==> config.mk <==
export PLATFORM = sky130hd
export DESIGN_NAME = lcd_host_if
export DESIGN_NICKNAME = d
export VERILOG_FILES = /design/src/rtl/lcd_if_pkg.sv /design/src/rtl/lcd_en_sync.sv /design/src/rtl/lcd_nibble_asm.sv /design/src/rtl/lcd_busy_timer.sv /design/src/rtl/lcd_host_if.sv
export SDC_FILE = /design/constraint.sdc
export NUM_CORES = 1
export LEC_CHECK = 0
export BUFFER_PORTS_ARGS = -buffer_cell sky130_fd_sc_hd__buf_2
export CORE_AREA = 2 2 92 94
export DETAILED_ROUTE_END_ITERATION = 7
export DIE_AREA = 0 0 94 96
export PLACE_DENSITY = 0.49
export SLEW_MARGIN = 40
export SYNTH_ARGS = -nofsm -noshare
export SYNTH_HDL_FRONTEND = slang
export SYNTH_SLANG_ARGS = --single-unit
==> constraint.sdc <==
create_clock -name clk -period 2.31 [get_ports clk]
set_clock_uncertainty 0.2 [all_clocks]
set_input_delay 0.1155 -clock clk [delete_from_list [all_inputs] [get_ports clk]]
set_output_delay 0.1155 -clock clk [all_outputs]
set_load 0.01 [all_outputs]
==> src/rtl/lcd_if_pkg.sv <==
package lcd_if_pkg;
  localparam int DATA_W = 8;
  localparam int NIB_W  = DATA_W / 2;
  localparam int AC_W   = DATA_W - 1;

  // encoding is {register select, read/write}
  typedef enum logic [1:0] {
    ACC_IWR  = 2'b00,
    ACC_STAT = 2'b01,
    ACC_DWR  = 2'b10,
    ACC_DRD  = 2'b11
  } acc_e;
endpackage

==> src/rtl/lcd_en_sync.sv <==
module lcd_en_sync #(
  parameter int STAGES = 2
) (
  input  logic clk,
  input  logic rst_n,
  input  logic en_i,
  output logic en_lvl,
  output logic en_rise,
  output logic en_fall
);
  logic [STAGES-1:0] chain;
  logic              lvl_q;

  genvar g;
  generate
    for (g = 0; g < STAGES; g++) begin : g_stage
      if (g == 0) begin : g_first
        always_ff @(posedge clk or negedge rst_n) begin
          if (!rst_n) chain[0] <= 1'b0;
          else        chain[0] <= en_i;
        end
      end else begin : g_next
        always_ff @(posedge clk or negedge rst_n) begin
          if (!rst_n) chain[g] <= 1'b0;
          else        chain[g] <= chain[g-1];
        end
      end
    end
  endgenerate

  always_ff @(posedge clk or negedge rst_n) begin
    if (!rst_n) lvl_q <= 1'b0;
    else        lvl_q <= chain[STAGES-1];
  end

  assign en_lvl  = chain[STAGES-1];
  assign en_rise = chain[STAGES-1] & ~lvl_q;
  assign en_fall = ~chain[STAGES-1] & lvl_q;
endmodule

==> src/rtl/lcd_nibble_asm.sv <==
module lcd_nibble_asm
  import lcd_if_pkg::*;
(
  input  logic              clk,
  input  logic              rst_n,
  input  logic              nib_mode,
  input  logic              take,
  input  logic [DATA_W-1:0] din,
  output logic              done,
  output logic [DATA_W-1:0] byte_o,
  output logic              phase
);
  logic             mode_q;
  logic [NIB_W-1:0] hi_q;
  logic             mode_chg;

  assign mode_chg = nib_mode ^ mode_q;

  always_comb begin
    done   = 1'b0;
    byte_o = din;
    if (take && !mode_chg) begin
      if (!nib_mode) begin
        done = 1'b1;
      end else if (phase) begin
        done   = 1'b1;
        byte_o = {hi_q, din[DATA_W-1 -: NIB_W]};
      end
    end
  end

  always_ff @(posedge clk or negedge rst_n) begin
    if (!rst_n) begin
      mode_q <= 1'b0;
      hi_q   <= '0;
      phase  <= 1'b0;
    end else begin
      mode_q <= nib_mode;
      if (mode_chg) begin
        phase <= 1'b0;
        hi_q  <= '0;
      end else if (take && nib_mode) begin
        if (!phase) hi_q <= din[DATA_W-1 -: NIB_W];
        phase <= ~phase;
      end
    end
  end
endmodule

==> src/rtl/lcd_busy_timer.sv <==
module lcd_busy_timer #(
  parameter int CNT_W = 8
) (
  input  logic             clk,
  input  logic             rst_n,
  input  logic             load,
  input  logic [CNT_W-1:0] len,
  output logic             busy
);
  logic [CNT_W-1:0] cnt_q;

  always_ff @(posedge clk or negedge rst_n) begin
    if (!rst_n)           cnt_q <= '0;
    else if (load)        cnt_q <= len;
    else if (cnt_q != '0) cnt_q <= cnt_q - 1'b1;
  end

  assign busy = (cnt_q != '0);
endmodule

==> src/rtl/lcd_host_if.sv <==
module lcd_host_if
  import lcd_if_pkg::*;
#(
  parameter int SYNC_STAGES = 2,
  parameter int BUSY_W      = 8
) (
  input  logic              clk,
  input  logic              rst_n,
  input  logic              rs_i,
  input  logic              rw_i,
  input  logic              en_i,
  input  logic              nib_mode_i,
  input  logic [DATA_W-1:0] db_i,
  output logic [DATA_W-1:0] db_o,
  output logic              db_oe_o,
  input  logic [AC_W-1:0]   ac_i,
  input  logic [DATA_W-1:0] rd_data_i,
  input  logic [BUSY_W-1:0] busy_len_i,
  output logic              busy_o,
  output logic              instr_wr_o,
  output logic              data_wr_o,
  output logic              status_rd_o,
  output logic              data_rd_o,
  output logic              instr_err_o,
  output logic [DATA_W-1:0] wr_byte_o
);
  logic              en_lvl, en_rise, en_fall;
  acc_e              acc_q;
  logic [DATA_W-1:0] samp_q;
  logic [DATA_W-1:0] rd_byte_q;
  logic              rd_act_q;
  logic              done, phase;
  logic [DATA_W-1:0] asm_byte;
  logic              tmr_load;

  lcd_en_sync #(.STAGES(SYNC_STAGES)) u_sync (
    .clk(clk), .rst_n(rst_n), .en_i(en_i),
    .en_lvl(en_lvl), .en_rise(en_rise), .en_fall(en_fall)
  );

  lcd_nibble_asm u_asm (
    .clk(clk), .rst_n(rst_n), .nib_mode(nib_mode_i), .take(en_fall),
    .din(samp_q), .done(done), .byte_o(asm_byte), .phase(phase)
  );

  lcd_busy_timer #(.CNT_W(BUSY_W)) u_tmr (
    .clk(clk), .rst_n(rst_n), .load(tmr_load), .len(busy_len_i), .busy(busy_o)
  );

  // access framing: type at rise, bus value tracked while enable is high
  always_ff @(posedge clk or negedge rst_n) begin
    if (!rst_n) begin
      acc_q     <= ACC_IWR;
      samp_q    <= '0;
      rd_byte_q <= '0;
      rd_act_q  <= 1'b0;
    end else begin
      if (en_lvl) samp_q <= db_i;
      if (en_rise) begin
        acc_q    <= acc_e'({rs_i, rw_i});
        rd_act_q <= rw_i;
        // a byte is latched once, on its first enable cycle
        if (rw_i && !(nib_mode_i && phase))
          rd_byte_q <= rs_i ? rd_data_i : {busy_o, ac_i};
      end else if (en_fall) begin
        rd_act_q <= 1'b0;
      end
    end
  end

  // read drive
  always_comb begin
    if (!nib_mode_i)  db_o = rd_byte_q;
    else if (!phase)  db_o = {rd_byte_q[DATA_W-1 -: NIB_W], {NIB_W{1'b0}}};
    else              db_o = {rd_byte_q[NIB_W-1:0], {NIB_W{1'b0}}};
  end
  assign db_oe_o = rd_act_q;

  // completion decode
  logic iwr_ok, iwr_bad, dwr_go, stat_go, drd_go;
  always_comb begin
    iwr_ok  = done && (acc_q == ACC_IWR) && !busy_o;
    iwr_bad = done && (acc_q == ACC_IWR) &&  busy_o;
    dwr_go  = done && (acc_q == ACC_DWR);
    stat_go = done && (acc_q == ACC_STAT);
    drd_go  = done && (acc_q == ACC_DRD);
  end
  assign tmr_load = iwr_ok | dwr_go;

  always_ff @(posedge clk or negedge rst_n) begin
    if (!rst_n) begin
      instr_wr_o  <= 1'b0;
      data_wr_o   <= 1'b0;
      status_rd_o <= 1'b0;
      data_rd_o   <= 1'b0;
      instr_err_o <= 1'b0;
      wr_byte_o   <= '0;
    end else begin
      instr_wr_o  <= iwr_ok;
      data_wr_o   <= dwr_go;
      status_rd_o <= stat_go;
      data_rd_o   <= drd_go;
      instr_err_o <= iwr_bad;
      if (iwr_ok || dwr_go) wr_byte_o <= asm_byte;
    end
  end
endmodule

==> results of run 1 <==
==> final cells by class <==
| cell class | count | area [sq um] |
|---|---|---|
| Clock inverter | 2 | 37.5 |
| Fill cell | 775 | 4800 |
| Multi-Input combinational cell | 125 | 980 |
| Timing Repair Buffer | 106 | 751 |
| Clock buffer | 6 | 82.6 |
| Sequential cell | 49 | 1230 |
| Inverter | 9 | 38.8 |
| Tap cell | 105 | 131 |
==> routing by layer <==
| layer | vias to the layer above | track usage [%] | wire (um) |
|---|---|---|---|
| li1 | 871 | - | - |
| met5 | - | 0 | 0 |
| met3 | 7 | 3.92 | 221 |
| met2 | 32 | 19.0 | 2390 |
| met1 | 840 | 15.5 | 2430 |
| met4 | 0 | 3.62 | 55 |
==> timing repair <==
action / CTS / global route
hold buffers: 36 / 0
setup buffers: 0 / 1
hold endpoints to repair: 53 / 0
setup endpoints to repair: 0 / 7
==> where the power goes <==
| group | internal [W] | leakage (nW) | switching (W) |
|---|---|---|---|
| Sequential | 0.00103 | 0.603 | 0.000156 |
| Combinational | 0.000366 | 0.879 | 0.000267 |
| Clock | 0.000352 | 0.0574 | 0.000295 |
==> registers in the layout, summed over array words and instances (netlist names) <==
register	flops
data_wr_o	1
rd_byte_q	8
u_tmr.cnt_q	8
u_asm.mode_q	1
instr_wr_o	1
samp_q	8
data_rd_o	1
acc_q	2
u_asm.hi_q	4
wr_byte_o	8
status_rd_o	1
u_sync.chain	1
u_sync.en_lvl	1
db_oe_o	1
instr_err_o	1
u_sync.lvl_q	1
u_asm.phase	1
==> logic make-up (layout without fill, tap and decap cells) <==
| group | after synthesis | after routing | synth area share, % |
|---|---|---|---|
| compound gates | 28 | 28 | 7.89 |
| xor+xnor | 7 | 7 | 2.69 |
| fa+ha+maj | 3 | 3 | 1.64 |
| buf+inv | 15 | 123 | 3.34 |
| flops | 49 | 49 | 53.7 |
| mux | 42 | 42 | 20.6 |
| simple gates | 45 | 45 | 10.1 |
==> path summary, 6_finish.rpt <==
path                                       from              to  slack (ns)  cells after the start
worst min register to register  u_sync.chain[0]   u_sync.en_lvl        0.17                      0
worst min-delay path                      rst_n        acc_q[0]        0.15                      2
min in group clk                u_sync.chain[0]   u_sync.en_lvl        0.17                      0
worst max-delay path                 nib_mode_i  u_tmr.cnt_q[1]        0.19                      8
worst max register to register   u_tmr.cnt_q[3]    wr_byte_o[1]        0.21                      6
max in group asynchronous                 rst_n     instr_err_o        1.13                      3
==> critical path, cell delays in order <==
cell and delay (ns):
sky130_fd_sc_hd__dlygate4sd3_1 0.53, sky130_fd_sc_hd__buf_2 0.18, sky130_fd_sc_hd__and3_1 0.22, sky130_fd_sc_hd__o21ai_0 0.37, sky130_fd_sc_hd__a21oi_4 0.06, sky130_fd_sc_hd__buf_12 0.16
sky130_fd_sc_hd__buf_4 0.15, sky130_fd_sc_hd__a211o_2 0.32
==> placed cells by master, fill, tap and decap left out, types with 2 or more instances in the layout <==
| master | count |
|---|---|
| sky130_fd_sc_hd__ha_1 | 3 |
| sky130_fd_sc_hd__xnor2_1 | 5 |
| sky130_fd_sc_hd__dfrtp_1 | 49 |
| sky130_fd_sc_hd__a21oi_1 | 9 |
| sky130_fd_sc_hd__nor3_1 | 4 |
| sky130_fd_sc_hd__nand2_1 | 16 |
| sky130_fd_sc_hd__mux2_2 | 27 |
| sky130_fd_sc_hd__mux2i_1 | 12 |
| sky130_fd_sc_hd__buf_2 | 59 |
| sky130_fd_sc_hd__and3_1 | 2 |
| sky130_fd_sc_hd__nor3b_1 | 2 |
| sky130_fd_sc_hd__o211ai_1 | 2 |
| sky130_fd_sc_hd__o21ai_0 | 10 |
| sky130_fd_sc_hd__xor2_1 | 2 |
| sky130_fd_sc_hd__clkbuf_8 | 6 |
| sky130_fd_sc_hd__inv_1 | 8 |
| sky130_fd_sc_hd__nor2b_1 | 4 |
| sky130_fd_sc_hd__buf_4 | 10 |
| sky130_fd_sc_hd__nor2_1 | 12 |
| sky130_fd_sc_hd__mux2_4 | 3 |
| sky130_fd_sc_hd__o2bb2ai_1 | 5 |
| sky130_fd_sc_hd__dlygate4sd3_1 | 36 |
==> through the flow <==
step	std cells	util (%)	hold slack, ns
2_1_floorplan	189	-	-0.380
3_3_place_gp	357	34.1	-0.0286
3_5_place_dp	357	34.1	-0.0318
4_1_cts	401	40.1	0.168
5_1_grt	402	40.3	0.177
6_report	402	40.3	0.154
==> summary.md, run 1 <==
Entering global routing, the biggest net connects 27 pins. The post-route total power is 0.00247 W. For this run, design rule violations remaining after detail routing come to 0. The detail route stage leaves a number of antenna-violating nets equal to 0.

Once routing completed, OpenROAD measured the worst setup slack at 0.193 ns. Synthesis produced a netlist whose cell count is 189. The peak supply drop is 0.000286 V. The top fanout value on the critical path is 11.

Buffers placed on the I/O ports in this run total 59. For this block, the routed nets add up to 5090 um of wire. The number of global-route vias before repair was 1740.

Clock tree root driver cell: sky130_fd_sc_hd__clkbuf_8. The floorplan step defined a core boundary enclosing 0.00805 sq mm. After detailed placement, the total cell area comes to 0.00275 sq mm. The critical path arrival came out at 2.12 ns.

Detailed placement ended at an HPWL of 3530 um. The first global-routing pass estimated 8360 um of wire. For the count of synthesis-stage warnings from yosys, the log shows 0. For the number of vias in the routed layout, the log shows 1750.

The kind of start point of the critical path is an input pin. The count of inserted antenna diode cells was 0. The clock insertion delay at the later pin of the skew report came out at 0.31 ns. Fraction of registers with async set/reset: 100%. Ranked by instance count, the synthesized netlist is headed by sky130_fd_sc_hd__dfrtp_1 (49), sky130_fd_sc_hd__mux2_2 (27), sky130_fd_sc_hd__nand2_1 (16). For this design the ratio of total power to cell area is 760 mW/mm^2.

The run gives 0 ns as the setup TNS. In this run, synthesis produced a sequential element count of 49. The kind of end point of the critical path was a flop. The overall die width is 94 um. Clock-pin slew was measured on the worst setup and hold paths at 0.09 ns.

The final layout contains 336 nets. The required time of the worst setup path is 2.31 ns, and the height of the chip is 96 um. In the routed layout, each cell is associated on average with a via count of 4.35. The total of max-cap violations was 0; the part of the Yosys area used for sequential elements was 53.7%. The dominant cell by count in the synthesized netlist was sky130_fd_sc_hd__dfrtp_1. The number of antenna violations at the first check in global routing was 0. The final-report setup violation count was 0.

In the final routed layout, each cell accounts on average for 12.7 um. In the global route stage, overall resource usage came out at 11.9%. Counting every sink on the clock net gives 49. After synthesis, the netlist uses 28 different library cells. The run gives 472 MHz as the top achievable clock speed.

The actual transition at the worst max-transition pin is 0.620 ns, and the minimum setup slack after placement is 0.0736 ns. The setup path with the least slack is of type input pin to flop. The synthesized area divided by synthesized cell count is 12.1 sq um, and the relative area change from synthesis to final layout is 42.3%. In this run, the number of DRC markers left after iteration 0 of detailed routing was 67. The flow ran to the end, and the final reports show no timing, DRC or antenna violations. The deepest level of the CTS H-tree was 2. In this run, post-CTS repair resized a total of 0 instances. The area of the mapped netlist was 0.00228 sq mm; the I/O pin total was 60. The floorplan step defined a die boundary enclosing 0.00902 sq mm.

Number of max-slew violations in the final report: 0. For the hold violation count in the final report, the log shows 0. Ranked by total cell area, the synthesized netlist is headed by sky130_fd_sc_hd__dfrtp_1 (54%), sky130_fd_sc_hd__mux2_2 (13%), sky130_fd_sc_hd__mux2i_1 (5.3%). The path type of the worst min-delay path is input pin to async pin.

The number of iterations in the first detailed-routing pass is 4. The maximum clock path buffer count is 2. Yosys mapped a number of flops with a built-in enable equal to 0.

The post-route fraction of the period consumed by the critical path came out at 91.6%. The weighted congestion at the end of routability-driven global placement is 0.686, and the fraction of post-synthesis cell area in the top cell type by area is 53.7%. The most used flip-flop cell after synthesis is sky130_fd_sc_hd__dfrtp_1. TritonCTS built the clock tree. Setup repair after global routing left no endpoint under its margin. The post-route netlist has 38.4% of its cells at a drive strength greater than 1.

Headroom to the max-slew limit came out at 58.6%. The run gives 5 as the number of buffers inserted during clock tree synthesis. The number of nets in the synthesized netlist is 229. The final global-route overflow total is 0, and the number of rows in the core area is 33. Effective utilization at floorplan: 28.3%. Summed over all cells, the static leakage comes to 1.54 nW. The largest total area in the synthesized netlist belongs to sky130_fd_sc_hd__dfrtp_1. The finished cells cover 0.00325 sq mm. Subtracting the final worst setup slack from the clock period gives 2.12 ns.
Note: power is estimated with default switching activity, not from simulation.
==> inputs of run 2 (changes only) <==
--- a/config.mk
+++ b/config.mk
@@ -5,11 +5,11 @@
 export SDC_FILE = /design/constraint.sdc
 export NUM_CORES = 1
 export LEC_CHECK = 0
-export BUFFER_PORTS_ARGS = -buffer_cell sky130_fd_sc_hd__buf_2
 export CORE_AREA = 2 2 92 94
 export DETAILED_ROUTE_END_ITERATION = 7
 export DIE_AREA = 0 0 94 96
-export PLACE_DENSITY = 0.49
+export DONT_BUFFER_PORTS = 1
+export PLACE_DENSITY = 0.42
 export SLEW_MARGIN = 40
 export SYNTH_ARGS = -nofsm -noshare
 export SYNTH_HDL_FRONTEND = slang
==> run 2 against run 1 <==
Net effect: power down 7.3%; utilization down 3.7 points; sequential power about the same; worst setup slack worse by 0.045 ns; final area down 9.1%; final cell count down 15%; maximum frequency down 2.1%; via count down 13%; non-clock buffer count down 59; die area unchanged; global-route usage up 0.21 points; critical path type is now flop to flop.
==> summary.md, run 2 (same netlist as run 1, synthesis figures left out) <==
The flow ran to the end, and the final reports show no timing, DRC or antenna violations. After detailed routing, the number of remaining DRC violations is 0. In the post-route analysis, the smallest setup slack over all paths is 0.148 ns.

In the final routed layout, each cell accounts on average for 14.7 um. The most frequent standard cell in the layout excluding fill and tap cells is sky130_fd_sc_hd__dfrtp_1. The total overflow left after global routing is 0. The run gives 0 ns as the setup TNS.

TritonCTS built the clock tree. The kind of end point of the critical path is a flop. The clock insertion delay at the later pin of the skew report was 0.31 ns; the post-route fraction of the period consumed by the critical path was 93.6%. The run gives 1681 as the number of global-route vias before repair. Summed over all nets, wire length on met3 after detailed routing comes to 238 um. The total detailed-routing wirelength came out at 5040 um.

CTS placed an instance of sky130_fd_sc_hd__clkbuf_8 at the clock tree root. Entering global routing, the biggest net connects 50 pins. STA classifies the critical path startpoint as a flop. Detailed routing inserted a total of 1520 vias. The tools report the core area as 0.00805 sq mm.

Measured against its own limit, the worst slew margin works out to 57.5%. OpenSTA, run right after detailed placement, puts the worst setup slack at 0.0381 ns. Counting cells, the worst reg-to-reg path comes to 6. In the routed layout, each cell is associated on average with a via count of 4.43. Top achievable clock speed: 463 MHz. In this run the cell area measured after placement is 0.00244 sq mm. The number of max-slew violations in the final report was 0; the clock transition at the register clock pins on the worst setup and hold paths after CTS was 0.10 ns. The critical path in this run is classified as flop to flop. The analysis attributes to cell leakage a power of 1.29 nW. The routed metal-1 wirelength is 2260 um, and the height of the chip is 96 um. The actual transition at the worst max-transition pin is 0.630 ns, and the global-route wire length before repair is 8460 um.

Once layout is complete, the utilization of the core stands at 36.6%. The overall die width was 94 um; the DRC marker count from the first detailed-route iteration was 33. The cell depth of the worst hold path works out to 1. The highest layer touched by signal routing is met4. The top cell types in the final layout, fill and taps aside, are sky130_fd_sc_hd__dfrtp_1 (49), sky130_fd_sc_hd__dlygate4sd3_1 (36), sky130_fd_sc_hd__mux2_2 (27). The required time of the worst setup path is 2.31 ns, and the number of iterations in the first detailed-routing pass is 4.

Global routing used 12.1% of the available tracks. The met2 wirelength from detailed routing is 2460 um. The logs give 0.00902 sq mm for the area of the die and 277 for the number of nets in the final layout.

The path class of the tightest hold or removal check is input pin to output pin. The peak supply drop is 0.000281 V. In the final layout, the share of cells above drive strength 1 is 23.1%.

From synthesis to final layout, the design area changed by 29.3%. The tools report the weighted congestion at the end of routability-driven global placement as 0.682. The number of nets still failing antenna checks after routing is 0, and the hold violation count in the final report is 0.

The run gives 2.16 ns as the critical path arrival. The power density over the cells was 775 mW/mm^2. The H-tree was split into 2 levels. Setup violations remaining at the end of the flow were counted as 0.

Port buffering added 0 buffers. The total of max-cap violations was 0. No sink is reached through more buffers than the 2 on the longest clock path. Setup repair after global routing left no endpoint under its margin.

60 I/O pins were placed. The logs give 0 for the number of antenna violations at the first check in global routing and 33 for the number of rows in the core area. The repair_antennas step left the layout with diodes totalling 0.

The detailed placement HPWL was 3280 um; the top fanout value on the critical path was 8. The clock net sink count is 49, and the post-route total power is 0.00229 W. The post-layout minimum cycle time is 2.16 ns, and the effective utilization at floorplan is 28.3%.

With fillers left out, the area of the finished cells amounts to 0.00295 sq mm. In this run, CTS created clock tree buffers numbering 5.
-- run 2: cell count changes in the layout (fill, tap and decap cells not counted) --
cell / change
sky130_fd_sc_hd__buf_4: -1
sky130_fd_sc_hd__buf_16: +1
sky130_fd_sc_hd__inv_6: +1
sky130_fd_sc_hd__bufinv_16: -1
sky130_fd_sc_hd__buf_2: -59
-- run 2: repair_timing --
action / 4_1_cts / 5_1_grt
hold buffers: 37 / 0
buffers inserted: 0 / 2
endpoints found under the hold margin: 83 / 0
resized for setup: 0 / 0
endpoints found under the setup margin: 0 / 16
-- run 2: path summary, 6_finish.rpt --
path                            startpoint             end  slack [ns]
max in group asynchronous            rst_n  u_tmr.cnt_q[0]        1.55
max reg2reg                    u_asm.phase  u_tmr.cnt_q[1]        0.15
min                             nib_mode_i         db_o[1]        0.08
min in group asynchronous            rst_n  u_tmr.cnt_q[5]        0.12
min reg2reg                u_sync.chain[0]   u_sync.en_lvl        0.17
max                            u_asm.phase  u_tmr.cnt_q[1]        0.15
-- run 2: power by group --
part / leakage (nW) / internal (W) / total [W] / switching, W
combinational: 0.642 / 0.000301 / 0.000515 / 0.000213
sequential: 0.603 / 0.00103 / 0.00122 / 0.000188
clock: 0.0478 / 0.000247 / 0.000552 / 0.000305
-- run 2: metrics by stage --
step / hold slack, ns / instances
2_1_floorplan: -0.380 / 189
3_3_place_gp: -0.379 / 296
3_5_place_dp: -0.378 / 296
4_1_cts: 0.0761 / 341
5_1_grt: 0.0878 / 343
6_report: 0.0798 / 343
-- run 2: area by class of cell --
cell class / count / area (sq um)
clock buffers: 6 / 82.6
well taps: 105 / 131
clock inverters: 2 / 16.3
multi-input cells: 125 / 980
flip-flops and latches: 49 / 1230
fillers: 804 / 5100
repair buffers: 47 / 475
inverters: 9 / 38.8
-- run 2: worst max-delay path, cell delays in order (launching register included) --
cell and delay [ns]:
sky130_fd_sc_hd__dfrtp_1 0.39, sky130_fd_sc_hd__and3_1 0.22, sky130_fd_sc_hd__o21ai_0 0.53, sky130_fd_sc_hd__a21oi_4 0.07, sky130_fd_sc_hd__buf_12 0.17, sky130_fd_sc_hd__buf_4 0.15
sky130_fd_sc_hd__a211o_2 0.32
-- run 2: metal layers --
layer	GRT usage, %	up-vias
met2	19.4	26
li1	-	749
met1	15.6	740
met5	0	-
met3	3.37	5
met4	4.83	0
==> inputs of run 3 (changes only) <==
--- a/config.mk
+++ b/config.mk
@@ -9,7 +9,7 @@
 export DETAILED_ROUTE_END_ITERATION = 7
 export DIE_AREA = 0 0 94 96
 export DONT_BUFFER_PORTS = 1
-export PLACE_DENSITY = 0.42
+export PLACE_DENSITY = 0.54
 export SLEW_MARGIN = 40
 export SYNTH_ARGS = -nofsm -noshare
 export SYNTH_HDL_FRONTEND = slang
==> run 3 against run 2 <==
Net effect: count of clock-buffer cells in the layout rose by 1; utilization fell by 0.34 points; routed wire length fell by 3.3%; worst setup slack improved by 0.036 ns; global-route usage fell by 0.64 points; die area did not move; power fell by 2.8%; largest cell class unchanged; sequential cell count did not move; register-to-register slack improved by 0.04 ns; first-iteration DRC count rose to 2.8 times the previous value; sequential power barely moved.
==> summary.md, run 3 (same netlist as run 1, synthesis figures left out) <==
The relative area change from synthesis to final layout came out at 28.1%. STA classifies the critical path endpoint as a flop. Wires add up to 4870 um.

The number of antenna violations at the first check in global routing is 0. Leaving out fill and tap cells, the most frequent cells in the layout are sky130_fd_sc_hd__dfrtp_1 (49), sky130_fd_sc_hd__dlygate4sd3_1 (36), sky130_fd_sc_hd__mux2_2 (27). The pin count of the biggest net entering global routing is 50.

The number of port buffers was 0; the total of max-cap violations was 0. Subtracting the final worst setup slack from the clock period gives 2.13 ns. The clock passes through at most 2 buffers. The kind of critical path is flop to flop. The core area is 0.00805 sq mm, and the top achievable clock speed is 470 MHz. The logs give 0 for the number of max-slew violations in the final report and 0.00902 sq mm for the area of the die. For the worst setup path, the data required time is 2.31 ns.

Routability-driven placement finished with a final weighted congestion of 0.670. The detail route stage leaves a number of antenna-violating nets equal to 0. In the final design database the tool counted 277 nets. After layout, the design draws a total of 0.00222 W.

The tools report the global-route wire length before repair as 8090 um. After clock tree synthesis, the clock-pin slew on the worst setup and hold paths is 0.09 ns. The first routing iteration left 94 violations. Once the floorplan was initialized, standard cells occupied 28.3% of the core. The worst setup path is launched from a flop. The routed wirelength normalized by instance count is 14.2 um, and the count of inserted antenna diode cells is 0. Hold violation count in the final report: 0. The path type of the worst min-delay path was input pin to flop.

Leaving out fill and tap cells, the most frequent cell in the layout is sky130_fd_sc_hd__dfrtp_1. The floorplan step set the die height to 96 um. The detailed-route DRC error count came out at 0. The switching power is 0.000675 W, and the highest cell delay on the worst timing path is 0.52 ns.

TritonCTS built the clock tree. Sequential cells burn 54.8% of the power. Setup violations remaining at the end of the flow were counted as 0. Across the whole layout, storage elements account for 0.00123 sq mm. Before antenna repair, the detailed router went through 4 iterations. Headroom to the max-slew limit came out at 59.0%. The H-tree was split into 2 levels. Combined global-route utilization of all metal layers: 11.5%.

I/O pin total: 60. For the detailed placement HPWL, the log shows 3210 um. The logs give 1.28 nW for the leakage power and 980 sq um for the total area of multi-input combinational cells. The number of global-route vias before repair was 1632; the number of vias in the routed layout was 1555. The number of fillers in the final layout was 822. For the worst setup path, the data arrival time is 2.12 ns.

Of the available clock period, the critical path in the final layout requires 92.0%. In this design, the critical path's most frequently occurring cell is sky130_fd_sc_hd__buf_4. The cell with the largest stage delay on the worst path is sky130_fd_sc_hd__o21ai_0.

The die is 94 um wide. For the setup TNS, the log shows 0 ns. The detailed-route vias per instance was 4.53; the top fanout value on the critical path was 6. The share of post-route cells with drive strength above 1 was 22.3%. The clock tree root driver cell is sky130_fd_sc_hd__clkbuf_8.

For the pin with the worst max-slew slack, the measured transition is 0.609 ns. For the clock net sink count, the log shows 49. Net switching is 30.4% of the power. The initialized floorplan defines 33 standard-cell rows. The number of buffers inserted during clock tree synthesis came out at 5. Of the total power, combinational logic draws 23.0%. Global routing finished with a remaining overflow of 0. For the worst-skew pair, the clock arrives at the later sink with an insertion delay of 0.30 ns. Across the VDD grid, the largest voltage drop is 0.000370 V.

In this run, the clock network consumes 22.2% of the power. Setup repair after global routing left no endpoint under its margin. The power density over the cells was 760 mW/mm^2. The critical path goes through and3_1 -> o21ai_0 -> a21oi_4 -> buf_4 -> buf_4 -> a211o_2. The run finished with clean final reports.

The internal portion of the total power is 0.00155 W.
## run 3: cell count changes in the layout (fill, tap and decap cells not counted)
cell,before,now
sky130_fd_sc_hd__clkbuf_1,0,2
sky130_fd_sc_hd__buf_12,1,0
sky130_fd_sc_hd__buf_4,9,10
sky130_fd_sc_hd__clkbuf_8,6,5
sky130_fd_sc_hd__inv_6,2,1
## run 3: repair_timing
item | in CTS | in global routing
buffers inserted | 0 | 2
hold buffers | 37 | 0
gates resized for setup | 0 | 0
setup endpoints to repair | 0 | 7
endpoints found under the hold margin | 83 | 0
## run 3: worst max-delay path: cells and delay by family, from the launching register on
family	cells	cell delay [ns]
AND/OR/NAND/NOR	1	0.21
buffers and inverters	2	0.34
flip-flops	1	0.38
AO/OA/AOI/OAI	3	0.88
## run 3: metal layers
metal / vias up / share of wire, % / wire length, um / GRT usage, %
li1: 749 / - / - / -
met1: 769 / 44 / 2140 / 14.4
met2: 31 / 49 / 2390 / 19.1
met3: 6 / 6.1 / 297 / 3.92
met4: 0 / 1.0 / 51 / 2.90
met5: - / 0 / 0 / 0
## run 3: power groups by stage
stage,clock [W],sequential [W],combinational [W]
floorplan,0,0.00119,0.000378
global placement,0,0.00124,0.000423
detailed placement,0,0.00124,0.000434
CTS,0.000519,0.00122,0.000518
global route,0.000550,0.00125,0.000576
finish,0.000493,0.00122,0.000511
## run 3: stage by stage
step	utilization (%)	cells	hold slack [ns]	cell area, sq um	worst slack [ns]
2_1_floorplan	-	189	-0.380	2280	0.0388
3_3_place_gp	30.3	296	-0.379	2440	0.106
3_5_place_dp	30.3	296	-0.379	2440	0.0583
4_1_cts	36.1	341	0.0725	2910	0.0465
5_1_grt	36.3	343	0.0864	2920	0.0505
6_report	36.3	343	0.0686	2920	0.185
## run 3: final timing paths
path,from,end,slack (ns),depth (start not counted)
min reg2reg,u_sync.chain[0],u_sync.en_lvl,0.16,0
min in group asynchronous,rst_n,u_tmr.cnt_q[6],0.11,2
max,u_asm.phase,u_tmr.cnt_q[1],0.18,6
max in group asynchronous,rst_n,db_oe_o,1.54,2
min,nib_mode_i,data_wr_o,0.07,3
max reg2reg,u_asm.phase,u_tmr.cnt_q[1],0.18,6
## run 3: cell type report
| cell class | instances | area share [%] |
|---|---|---|
| well taps | 105 | 4.49 |
| repair buffers | 47 | 15.8 |
| inverters | 9 | 1.33 |
| clock inverters | 1 | 0.257 |
| multi-input cells | 125 | 33.5 |
| flip-flops and latches | 49 | 42.0 |
| clock buffers | 7 | 2.61 |
